## src/rtl/fde_seq_pkg.sv

```systemverilog
package fde_seq_pkg;

   localparam int WORD_W = 16;

   localparam logic [3:0] OPC_NOP = 4'h0;
   localparam logic [3:0] OPC_LDI = 4'h1;
   localparam logic [3:0] OPC_LDX = 4'h2;
   localparam logic [3:0] OPC_JMP = 4'h3;
   localparam logic [3:0] OPC_MAP = 4'h4;

   localparam int EXT_BIT = 11;

   typedef enum logic [2:0] {
      K_NOP  = 3'd0,
      K_LDI  = 3'd1,
      K_LDX  = 3'd2,
      K_JMP  = 3'd3,
      K_MAP  = 3'd4,
      K_HALF = 3'd5
   } slot_kind_t;

endpackage

```

## src/rtl/fde_seq_regfile.sv

```systemverilog
module fde_seq_regfile #(
   parameter int NREG     = 8,
   parameter int RW       = 8,
   parameter bit RF_RESET = 1'b1,
   localparam int RIW     = $clog2(NREG)
) (
   input  logic           clk,
   input  logic           rst_n,
   input  logic           wr_en,
   input  logic [RIW-1:0] wr_idx,
   input  logic [RW-1:0]  wr_val,
   input  logic [RIW-1:0] rd_idx,
   output logic [RW-1:0]  rd_val
);

   logic [RW-1:0] regs [NREG];

   generate
      if (RF_RESET) begin : g_rst
         always_ff @(posedge clk) begin
            if (!rst_n) begin
               for (int i = 0; i < NREG; i++) regs[i] <= '0;
            end else if (wr_en) begin
               regs[wr_idx] <= wr_val;
            end
         end
      end else begin : g_norst
         always_ff @(posedge clk) begin
            if (wr_en) regs[wr_idx] <= wr_val;
         end
      end
   endgenerate

   // read sees the array before any write of this clock lands
   assign rd_val = regs[rd_idx];

endmodule

```

## src/rtl/fde_seq_fetch.sv

```systemverilog
module fde_seq_fetch #(
   parameter int PAW = 12
) (
   input  logic                            clk,
   input  logic                            rst_n,
   input  logic                            redirect,
   input  logic [PAW-1:0]                  redirect_pc,
   input  logic [fde_seq_pkg::WORD_W-1:0]  pmem_rdata,
   output logic [PAW-1:0]                  pc,
   output logic                            d_valid,
   output logic                            d_isext,
   output logic [PAW-1:0]                  d_pc,
   output logic [fde_seq_pkg::WORD_W-1:0]  d_word
);
   import fde_seq_pkg::*;

   logic need_ext;

   // an opcode word in decode that announces a second word
   assign need_ext = d_valid && !d_isext && d_word[EXT_BIT];

   always_ff @(posedge clk) begin
      if (!rst_n) begin
         pc      <= '0;
         d_valid <= 1'b0;
         d_isext <= 1'b0;
         d_pc    <= '0;
         d_word  <= '0;
      end else begin
         pc      <= redirect ? redirect_pc : pc + 1'b1;
         d_valid <= !redirect;
         d_isext <= !redirect && need_ext;
         d_pc    <= pc;
         d_word  <= pmem_rdata;
      end
   end

endmodule

```

## src/rtl/fde_seq_decode.sv

```systemverilog
module fde_seq_decode #(
   parameter int PAW  = 12,
   parameter int DAW  = 8,
   parameter int NREG = 8,
   localparam int RIW = $clog2(NREG)
) (
   input  logic                           clk,
   input  logic                           rst_n,
   input  logic                           d_valid,
   input  logic                           d_isext,
   input  logic [fde_seq_pkg::WORD_W-1:0] d_word,
   input  logic                           map_q,
   input  logic [DAW-1:0]                 rd_val,
   output logic [RIW-1:0]                 rd_idx,
   output fde_seq_pkg::slot_kind_t        s_kind,
   output logic [RIW-1:0]                 s_rn,
   output logic [DAW-1:0]                 s_val,
   output logic [DAW:0]                   s_daddr,
   output logic                           redirect,
   output logic [PAW-1:0]                 redirect_pc
);
   import fde_seq_pkg::*;

   logic [3:0]  hold_op;
   logic [10:0] hold_fld;
   logic [3:0]  opc;
   logic [10:0] opf;
   logic        final_slot;
   logic [DAW-1:0] addr_low;

   always_ff @(posedge clk) begin
      if (!rst_n) begin
         hold_op  <= '0;
         hold_fld <= '0;
      end else if (d_valid && !d_isext) begin
         hold_op  <= d_word[15:12];
         hold_fld <= d_word[10:0];
      end
   end

   assign opc        = d_isext ? hold_op  : d_word[15:12];
   assign opf        = d_isext ? hold_fld : d_word[10:0];
   assign final_slot = d_isext || !d_word[EXT_BIT];
   assign rd_idx     = opf[RIW-1:0];
   assign s_rn       = opf[RIW-1:0];
   assign addr_low   = d_isext ? d_word[DAW-1:0] : rd_val;
   assign s_daddr    = {map_q, addr_low};
   assign redirect_pc = d_isext ? d_word[PAW-1:0] : PAW'(opf);

   always_comb begin
      s_kind   = K_NOP;
      s_val    = '0;
      redirect = 1'b0;
      if (!final_slot) begin
         s_kind = K_HALF;
      end else begin
         case (opc)
            OPC_LDI: begin
               s_kind = K_LDI;
               s_val  = d_isext ? d_word[DAW-1:0] : DAW'(opf[10:3]);
            end
            OPC_LDX: s_kind = K_LDX;
            OPC_JMP: begin
               s_kind   = K_JMP;
               redirect = d_valid;
            end
            OPC_MAP: begin
               s_kind = K_MAP;
               s_val  = DAW'(opf[0]);
            end
            default: s_kind = K_NOP;
         endcase
      end
   end

endmodule

```

## src/rtl/fde_seq_execute.sv

```systemverilog
module fde_seq_execute #(
   parameter int PAW  = 12,
   parameter int DAW  = 8,
   parameter int NREG = 8,
   localparam int RIW = $clog2(NREG)
) (
   input  logic                           clk,
   input  logic                           rst_n,
   input  logic                           s_valid,
   input  logic [PAW-1:0]                 s_pc,
   input  fde_seq_pkg::slot_kind_t        s_kind,
   input  logic [RIW-1:0]                 s_rn,
   input  logic [DAW-1:0]                 s_val,
   input  logic [DAW:0]                   s_daddr,
   input  logic [fde_seq_pkg::WORD_W-1:0] dmem_rdata,
   output logic                           e_valid,
   output logic [PAW-1:0]                 e_pc,
   output fde_seq_pkg::slot_kind_t        e_kind,
   output logic [DAW-1:0]                 e_val,
   output logic                           wr_en,
   output logic [RIW-1:0]                 wr_idx,
   output logic [DAW-1:0]                 wr_val,
   output logic                           map_q,
   output logic [fde_seq_pkg::WORD_W-1:0] acc_q,
   output logic                           dmem_en,
   output logic [DAW:0]                   dmem_addr,
   output logic                           retire
);
   import fde_seq_pkg::*;

   logic [RIW-1:0] e_rn;
   logic [DAW:0]   e_daddr;

   always_ff @(posedge clk) begin
      if (!rst_n) begin
         e_valid <= 1'b0;
         e_pc    <= '0;
         e_kind  <= K_NOP;
         e_rn    <= '0;
         e_val   <= '0;
         e_daddr <= '0;
         map_q   <= 1'b0;
         acc_q   <= '0;
      end else begin
         e_valid <= s_valid;
         e_pc    <= s_pc;
         e_kind  <= s_kind;
         e_rn    <= s_rn;
         e_val   <= s_val;
         e_daddr <= s_daddr;
         if (e_valid && e_kind == K_MAP) map_q <= e_val[0];
         if (e_valid && e_kind == K_LDX) acc_q <= dmem_rdata;
      end
   end

   assign wr_en     = e_valid && e_kind == K_LDI;
   assign wr_idx    = e_rn;
   assign wr_val    = e_val;
   assign dmem_en   = e_valid && e_kind == K_LDX;
   assign dmem_addr = e_daddr;
   assign retire    = e_valid && e_kind != K_HALF;

endmodule

```

## src/rtl/fde_sequencer.sv

```systemverilog
module fde_sequencer #(
   parameter int PAW      = 12,
   parameter int DAW      = 8,
   parameter int NREG     = 8,
   parameter bit RF_RESET = 1'b1
) (
   input  logic            clk,
   input  logic            rst_n,
   output logic [PAW-1:0]  pmem_addr,
   input  logic [15:0]     pmem_rdata,
   output logic            dmem_en,
   output logic [DAW:0]    dmem_addr,
   input  logic [15:0]     dmem_rdata,
   output logic [15:0]     acc,
   output logic            map_sel,
   output logic            retire,
   output logic [PAW-1:0]  trc_f_pc,
   output logic            trc_d_valid,
   output logic [PAW-1:0]  trc_d_pc,
   output logic            trc_e_valid,
   output logic [PAW-1:0]  trc_e_pc
);
   import fde_seq_pkg::*;

   localparam int RIW = $clog2(NREG);

   if (PAW < 11 || PAW > 16) begin : g_bad_paw
      $error("PAW must lie in 11..16");
   end
   if (DAW < 1 || DAW > 15) begin : g_bad_daw
      $error("DAW must lie in 1..15");
   end
   if (NREG < 2 || NREG > 8 || (NREG & (NREG - 1)) != 0) begin : g_bad_nreg
      $error("NREG must be a power of two in 2..8");
   end

   logic             redirect;
   logic [PAW-1:0]   redirect_pc;
   logic [PAW-1:0]   pc;
   logic             d_valid, d_isext;
   logic [PAW-1:0]   d_pc;
   logic [15:0]      d_word;
   logic [RIW-1:0]   rd_idx, s_rn, wr_idx;
   logic [DAW-1:0]   rd_val, s_val, wr_val, e_val;
   logic [DAW:0]     s_daddr;
   slot_kind_t       s_kind, e_kind;
   logic             e_valid, wr_en, map_q;
   logic [PAW-1:0]   e_pc;

   fde_seq_fetch #(.PAW(PAW)) u_fetch (
      .clk(clk), .rst_n(rst_n), .redirect(redirect), .redirect_pc(redirect_pc),
      .pmem_rdata(pmem_rdata), .pc(pc), .d_valid(d_valid), .d_isext(d_isext),
      .d_pc(d_pc), .d_word(d_word)
   );

   fde_seq_decode #(.PAW(PAW), .DAW(DAW), .NREG(NREG)) u_decode (
      .clk(clk), .rst_n(rst_n), .d_valid(d_valid), .d_isext(d_isext),
      .d_word(d_word), .map_q(map_q), .rd_val(rd_val), .rd_idx(rd_idx),
      .s_kind(s_kind), .s_rn(s_rn), .s_val(s_val), .s_daddr(s_daddr),
      .redirect(redirect), .redirect_pc(redirect_pc)
   );

   fde_seq_regfile #(.NREG(NREG), .RW(DAW), .RF_RESET(RF_RESET)) u_rf (
      .clk(clk), .rst_n(rst_n), .wr_en(wr_en), .wr_idx(wr_idx),
      .wr_val(wr_val), .rd_idx(rd_idx), .rd_val(rd_val)
   );

   fde_seq_execute #(.PAW(PAW), .DAW(DAW), .NREG(NREG)) u_exec (
      .clk(clk), .rst_n(rst_n), .s_valid(d_valid), .s_pc(d_pc),
      .s_kind(s_kind), .s_rn(s_rn), .s_val(s_val), .s_daddr(s_daddr),
      .dmem_rdata(dmem_rdata), .e_valid(e_valid), .e_pc(e_pc),
      .e_kind(e_kind), .e_val(e_val), .wr_en(wr_en), .wr_idx(wr_idx),
      .wr_val(wr_val), .map_q(map_q), .acc_q(acc), .dmem_en(dmem_en),
      .dmem_addr(dmem_addr), .retire(retire)
   );

   assign pmem_addr   = pc;
   assign map_sel     = map_q;
   assign trc_f_pc    = pc;
   assign trc_d_valid = d_valid;
   assign trc_d_pc    = d_pc;
   assign trc_e_valid = e_valid;
   assign trc_e_pc    = e_pc;

endmodule

```

## config.mk

```make
export PLATFORM = sky130hd
export DESIGN_NAME = fde_sequencer
export DESIGN_NICKNAME = d
export VERILOG_FILES = /design/src/rtl/fde_seq_pkg.sv /design/src/rtl/fde_seq_regfile.sv /design/src/rtl/fde_seq_fetch.sv /design/src/rtl/fde_seq_decode.sv /design/src/rtl/fde_seq_execute.sv /design/src/rtl/fde_sequencer.sv
export SDC_FILE = /design/constraint.sdc
export NUM_CORES = 1
export LEC_CHECK = 0
export ABC_CLOCK_PERIOD_IN_PS = 2400
export CAP_MARGIN = 25
export CORE_MARGIN = 4
export CORE_UTILIZATION = 25
export DETAILED_ROUTE_END_ITERATION = 10
export PLACE_DENSITY_LB_ADDON = 0.2
export SYNTH_ARGS = -nofsm -noshare
export SYNTH_HDL_FRONTEND = slang
export SYNTH_SLANG_ARGS = --single-unit
```

## constraint.sdc

```tcl
create_clock -name clk -period 2.4 [get_ports clk]
set_clock_uncertainty 0.05 [all_clocks]
set_input_delay 0.48 -clock clk [delete_from_list [all_inputs] [get_ports clk]]
set_output_delay 0.48 -clock clk [all_outputs]
set_load 0.05 [all_outputs]
```

## Yosys cells after proc, flatten, opt, wreduce, memory -nomap -nowiden

Memories as Yosys holds them, arrays and structs flattened.
Index checks and enable logic that the tools add are counted.
Widths: inputs -> output; s select.

- Add/sub/neg operators: 1
- $mul: 0
- Div/mod/pow operators: 0
- Magnitude comparators: 0
- Equal/unequal tests: 8
- Shift-type cells: 0
- Multiplexer cells: 18
- Bitwise gates (word level): 0
- Reduce and logical (&&, ||, !) cells: 13

Operators with widths:

| cell | count |
|---|---|
| $mux 12 | 2 |
| $mux 8 | 3 |
| $pmux 8 s2 | 1 |
| $add 12x1->12 const B | 1 |
| $pmux 3 s4 | 1 |
| $mux 11 | 1 |
| $eq 4x2->1 const B | 2 |
| $reduce_or 8->1 | 1 |
| $logic_and 1x1->1 | 7 |
| $mux 1 | 7 |
| $mux 3 | 2 |
| $eq 4x1->1 const B | 1 |
| $eq 4x3->1 const B | 1 |
| $mux 4 | 1 |
| $eq 3x1->1 const B | 1 |
| $eq 3x2->1 const B | 1 |
| $eq 3x3->1 const B | 1 |
| $logic_not 1->1 | 3 |
| $ne 3x3->1 const B | 1 |
| $reduce_and 2->1 | 1 |
| $logic_or 1x1->1 | 1 |

- Bits in registers: 110
- Bits in latches: 0
- Memory bits (writable): 64
- ROM bits: 0
- Input port bits: 34
- Output and inout port bits: 78
- Logic and storage cells: 57
- Memories kept: 1

Memory list:

| memory | depth | bits a word | read ports | clocked after memory_dff | wr ports | line | text |
|---|---|---|---|---|---|---|---|
| u_rf.regs | 8 | 8 | 1 | 0 | 8 | fde_seq_regfile.sv:16 | `logic [RW-1:0] regs [NREG];` |

## Depth between registers and ports, before layout

- Depth after elaboration: 7
- Gate-level depth with buffers: 7
- Depth with buffers taken out: 6

## Modules after synthesis

From an unflattened synthesis, not the netlist that was laid out.

- Cells, all modules: 618
- Area, all modules: 7009.2 um^2

Modules (own cells, without submodules):

| module | instances | cells an instance | area each (um^2) | seq. area each (um^2) |
|---|---|---|---|---|
| fde_seq_regfile | 1 | 194 | 2980.4 | 1921.8 |
| fde_seq_execute | 1 | 164 | 1749.2 | 1061.0 |
| fde_seq_fetch | 1 | 138 | 1445.1 | 840.8 |
| fde_seq_decode | 1 | 110 | 744.5 | 140.1 |
| fde_sequencer | 1 | 12 | 90.1 | 0.0 |

## Worst setup path before layout

No wires, ideal clock.

- Kind: register to output
- From: register u_exec.e_valid
- To: output port retire
- Arrival: 1.863 ns
- Required time: 1.870 ns
- Slack: 0.007 ns
- Cell stages (with the launch flop): 2
- Buffers on the path: 0
- Path through: dfxtp_1 -> a21boi_0

- Cells in the longest elaborated chain, start to end: 1

RTL lines:

| what | line | text |
|---|---|---|
| from (decl) | fde_seq_execute.sv:16 | `output logic e_valid,` |
| from (signal assigned) | fde_seq_execute.sv:45 | `e_valid <= s_valid;` |
| $logic_and 1x1->1 | fde_seq_execute.sv:61 | `assign retire = e_valid && e_kind != K_HALF;` |
| to (decl) | fde_sequencer.sv:16 | `output logic retire,` |

Every way passes these cells.

## Final worst setup path

- From: register u_fetch.pc[6]
- To: output port trc_f_pc[6]

RTL lines:

| what | line | text |
|---|---|---|
| from (decl) | fde_seq_fetch.sv:9 | `output logic [PAW-1:0] pc,` |
| from (signal assigned) | fde_seq_fetch.sv:30 | `pc <= redirect ? redirect_pc : pc + 1'b1;` |
| to (decl) | fde_sequencer.sv:17 | `output logic [PAW-1:0] trc_f_pc,` |

No word-level cell between the ends.

==> flow_metrics.py <==
metrics = {
    "run_status": {
        "outcome": "complete, no violations",
    },
    "clocking": {
        "clkTransAtPathRegs_ns": 0.07,
        "cts_buffer_depth": 2,
        "clk_latency_ns": 0.43,
        "numCtsBuffers": 17,
        "clockRootBuffer": "clkbuf_16",
        "cts.hold.buffers_added": 0,
        "post-cts-setup-buffer-count": 0,
        "h-tree-depth": 4,
        "cts_tree": "done",
        "cts-resized-gates": 0,
        "clock_sinks": 166,
    },
    "setup_path": {
        "critPathMaxFanout": 8,
        "slowest_stage": "clkdlybuf4s50_1",
        "r2r-start": "u_fetch.d_isext$_SDFF_PN0_",
        "reg2reg_depth": 5,
        "path_cells": "clkdlybuf4s50_1",
        "r2r_end": "u_exec.dmem_addr[6]$_SDFF_PN0_",
        "crit_path_end_kind": "output port",
        "worst-path-buf-inv": 1,
        "crit_required_ns": 1.87,
        "worstPathArrival_ns": 1.78,
        "path_class": "flip-flop to output port",
        "cpPeakStageDelay_ns": 0.88,
        "critPathTopFamily": "buffers and inverters",
        "ff2ff_setup_slack_ns": 0.35,
        "cp-start-kind": "flip-flop",
    },
    "grt": {
        "antenna_found_initial": 0,
        "grt_pass1_wl_um": 27400,
        "track_usage_pct": 11.7,
        "grt_max_degree": 82,
        "grt_pass1_vias": 4656,
        "overflow": 0,
    },
    "synthesis": {
        "yosysWarningCount": 0,
        "yosysSeqAreaShare_pct": 57.8,
        "avgSynthCellArea_sq_um": 11.0,
        "synth_fp_nets": 657,
        "synth-async-reset-ratio_pct": 0,
        "synthesis.instances": 622,
        "ys_ff_latch": 166,
        "synthFlopType": "dfxtp_1",
        "syn_area_sq_um": 6860,
        "synthDistinctLibCells": 58,
        "synth_edf_count": 64,
    },
    "floorplanning": {
        "die_h_um": 174,
        "fp.dieW_um": 174,
        "core_sq_um": 27000,
        "dieArea_sq_um": 30100,
        "rows": 60,
        "start_util_pct": 25.4,
        "boundaryPins": 112,
    },
    "power_and_ir_drop": {
        "power_mw": 6.43,
        "leakagePower_nw": 3.25,
        "ir_drop_mv": 0.454,
        "power_density_nw_per_um2": 720,
    },
    "placement": {
        "dp_hpwl_um": 12400,
        "place_ws_ns": 0.264,
        "placed_area_sq_um": 8330,
        "place_congestion": 0.756,
        "port_buffers": 111,
    },
    "drt": {
        "num_vias": 4663,
        "postRouteAntennaNets": 0,
        "wire_per_inst_um": 16.3,
        "post_drt_via_cell_ratio": 4.30,
        "drc": 0,
        "dr.pass1.iters": 4,
        "drt_iter0_drc": 242,
        "drt-total-wl_um": 17700,
    },
    "timing": {
        "slew_viol_final": 0,
        "tightestPinTransition_ns": 0.668,
        "rsz0062_at_grt": "no",
        "hold_viol": 0,
        "min_period_over_period_pct": 96.2,
        "slew_headroom_pct": 55.5,
        "finalSetupViolCount": 0,
        "finalSetupTns_ns": 0,
        "worst_slack_ns": 0.0909,
        "fmax_ghz": 0.433,
        "fin_crit_ns": 2.31,
    },
    "finish": {
        "layout-drive-gt1-share_pct": 9.68,
        "area_delta_synth_final_pct": 30.3,
        "fin_nets": 766,
        "stdcell_area_sq_um": 8930,
        "insertedDiodeCount": 0,
        "utilization_pct": 33.1,
        "final_cell_mix": "and2_1, clkdlybuf4s50_1, dfxtp_1",
        "final_common_cell": "and2_1",
    },
    "worst_hold_path": {
        "hp-start": "u_fetch.d_pc[9]$_SDFF_PN0_",
        "hp-class": "flip-flop to flip-flop",
        "holdPathEnd": "u_exec.e_pc[9]$_SDFF_PN0_",
        "min_delay_path_depth": 1,
    },
    "run": {
        "cap_violations": 0,
    },
}
how the worst max path moves through the flow:
stage          depth (start not counted)                            end                       from
2_1_floorplan                          1                         retire  u_exec.e_valid$_SDFF_PN0_
3_3_place_gp                           5  u_rf.regs[0][7]$_SDFFCE_PN0P_                      rst_n
3_5_place_dp                           5  u_rf.regs[0][0]$_SDFFCE_PN0P_                      rst_n
4_1_cts                                1                   pmem_addr[6]   u_fetch.pc[6]$_SDFF_PN0_
5_1_grt                                1                    trc_f_pc[6]   u_fetch.pc[6]$_SDFF_PN0_
6_report                               1                    trc_f_pc[6]   u_fetch.pc[6]$_SDFF_PN0_
sequential cells by signal (all words and copies together), names as in the netlist, 3 cells and up:
name / flops
u_rf.regs: 64
u_exec.acc_q: 16
u_fetch.d_word: 16
u_exec.e_pc: 12
u_fetch.d_pc: 12
u_fetch.pc: 12
u_exec.dmem_addr: 9
u_exec.e_val: 8
u_decode.hold_op: 4
u_decode.hold_fld: 3
u_exec.e_kind: 3
u_exec.wr_idx: 3
stage by stage:
| step | instances | hold WS, ns |
|---|---|---|
| 3_5_place_dp | 1053 | 0.396 |
| 2_1_floorplan | 622 | 0.405 |
| 3_3_place_gp | 1053 | 0.392 |
| 6_report | 1085 | 0.409 |
| 5_1_grt | 1085 | 0.421 |
| 4_1_cts | 1085 | 0.410 |
logic make-up after synthesis:
kind of cell	count (synthesis)	synth area share [%]
xor gates and xnor gates	9	1.15
AOI/OAI and AO/OA	101	9.97
adders and majority gates	1	0.182
and+or+nand+nor	266	21.5
muxes	29	5.35
buffers and inverters	50	4.03
DFF	166	57.8
cell usage after synthesis (6+ instances only):
| cell type | count | share of area [%] |
|---|---|---|
| a21oi_1 | 13 | 0.95 |
| o211a_1 | 6 | 0.88 |
| and2_1 | 110 | 10 |
| mux2i_1 | 21 | 3.1 |
| o21ai_0 | 22 | 1.6 |
| o22ai_1 | 7 | 0.64 |
| buf_4 | 13 | 1.4 |
| buf_2 | 11 | 0.80 |
| nor2_1 | 34 | 1.9 |
| nand2_1 | 54 | 3.0 |
| edfxtp_1 | 64 | 28 |
| a21boi_0 | 18 | 2.0 |
| nor2b_1 | 26 | 2.4 |
| a211oi_1 | 13 | 1.4 |
| dfxtp_1 | 102 | 30 |
| nand2b_1 | 9 | 0.82 |
| clkbuf_1 | 17 | 0.93 |
layout make-up:
class,instances,area (sq um)
clock buffers,18,450
flip-flops and latches,166,3960
fillers,2689,18000
repair buffers,134,1300
well taps,341,427
clock inverters,14,156
inverters,6,22.5
multi-input cells,406,2620
per-layer routing:
| metal | global-route usage (%) | up-vias | routed length, um |
|---|---|---|---|
| li1 | - | 2369 | - |
| met1 | 15.3 | 2178 | 8270 |
| met2 | 18.6 | 96 | 8150 |
| met3 | 3.45 | 20 | 931 |
| met4 | 3.86 | 0 | 301 |
| met5 | 0 | - | 0 |
power by group:
part,internal [mW],switching (mW),leakage [nW]
clock,1.54,1.24,0.292
combinational,0.237,0.327,1.48
sequential,3.02,0.0725,1.48
Power figures use the tool's default switching activity.
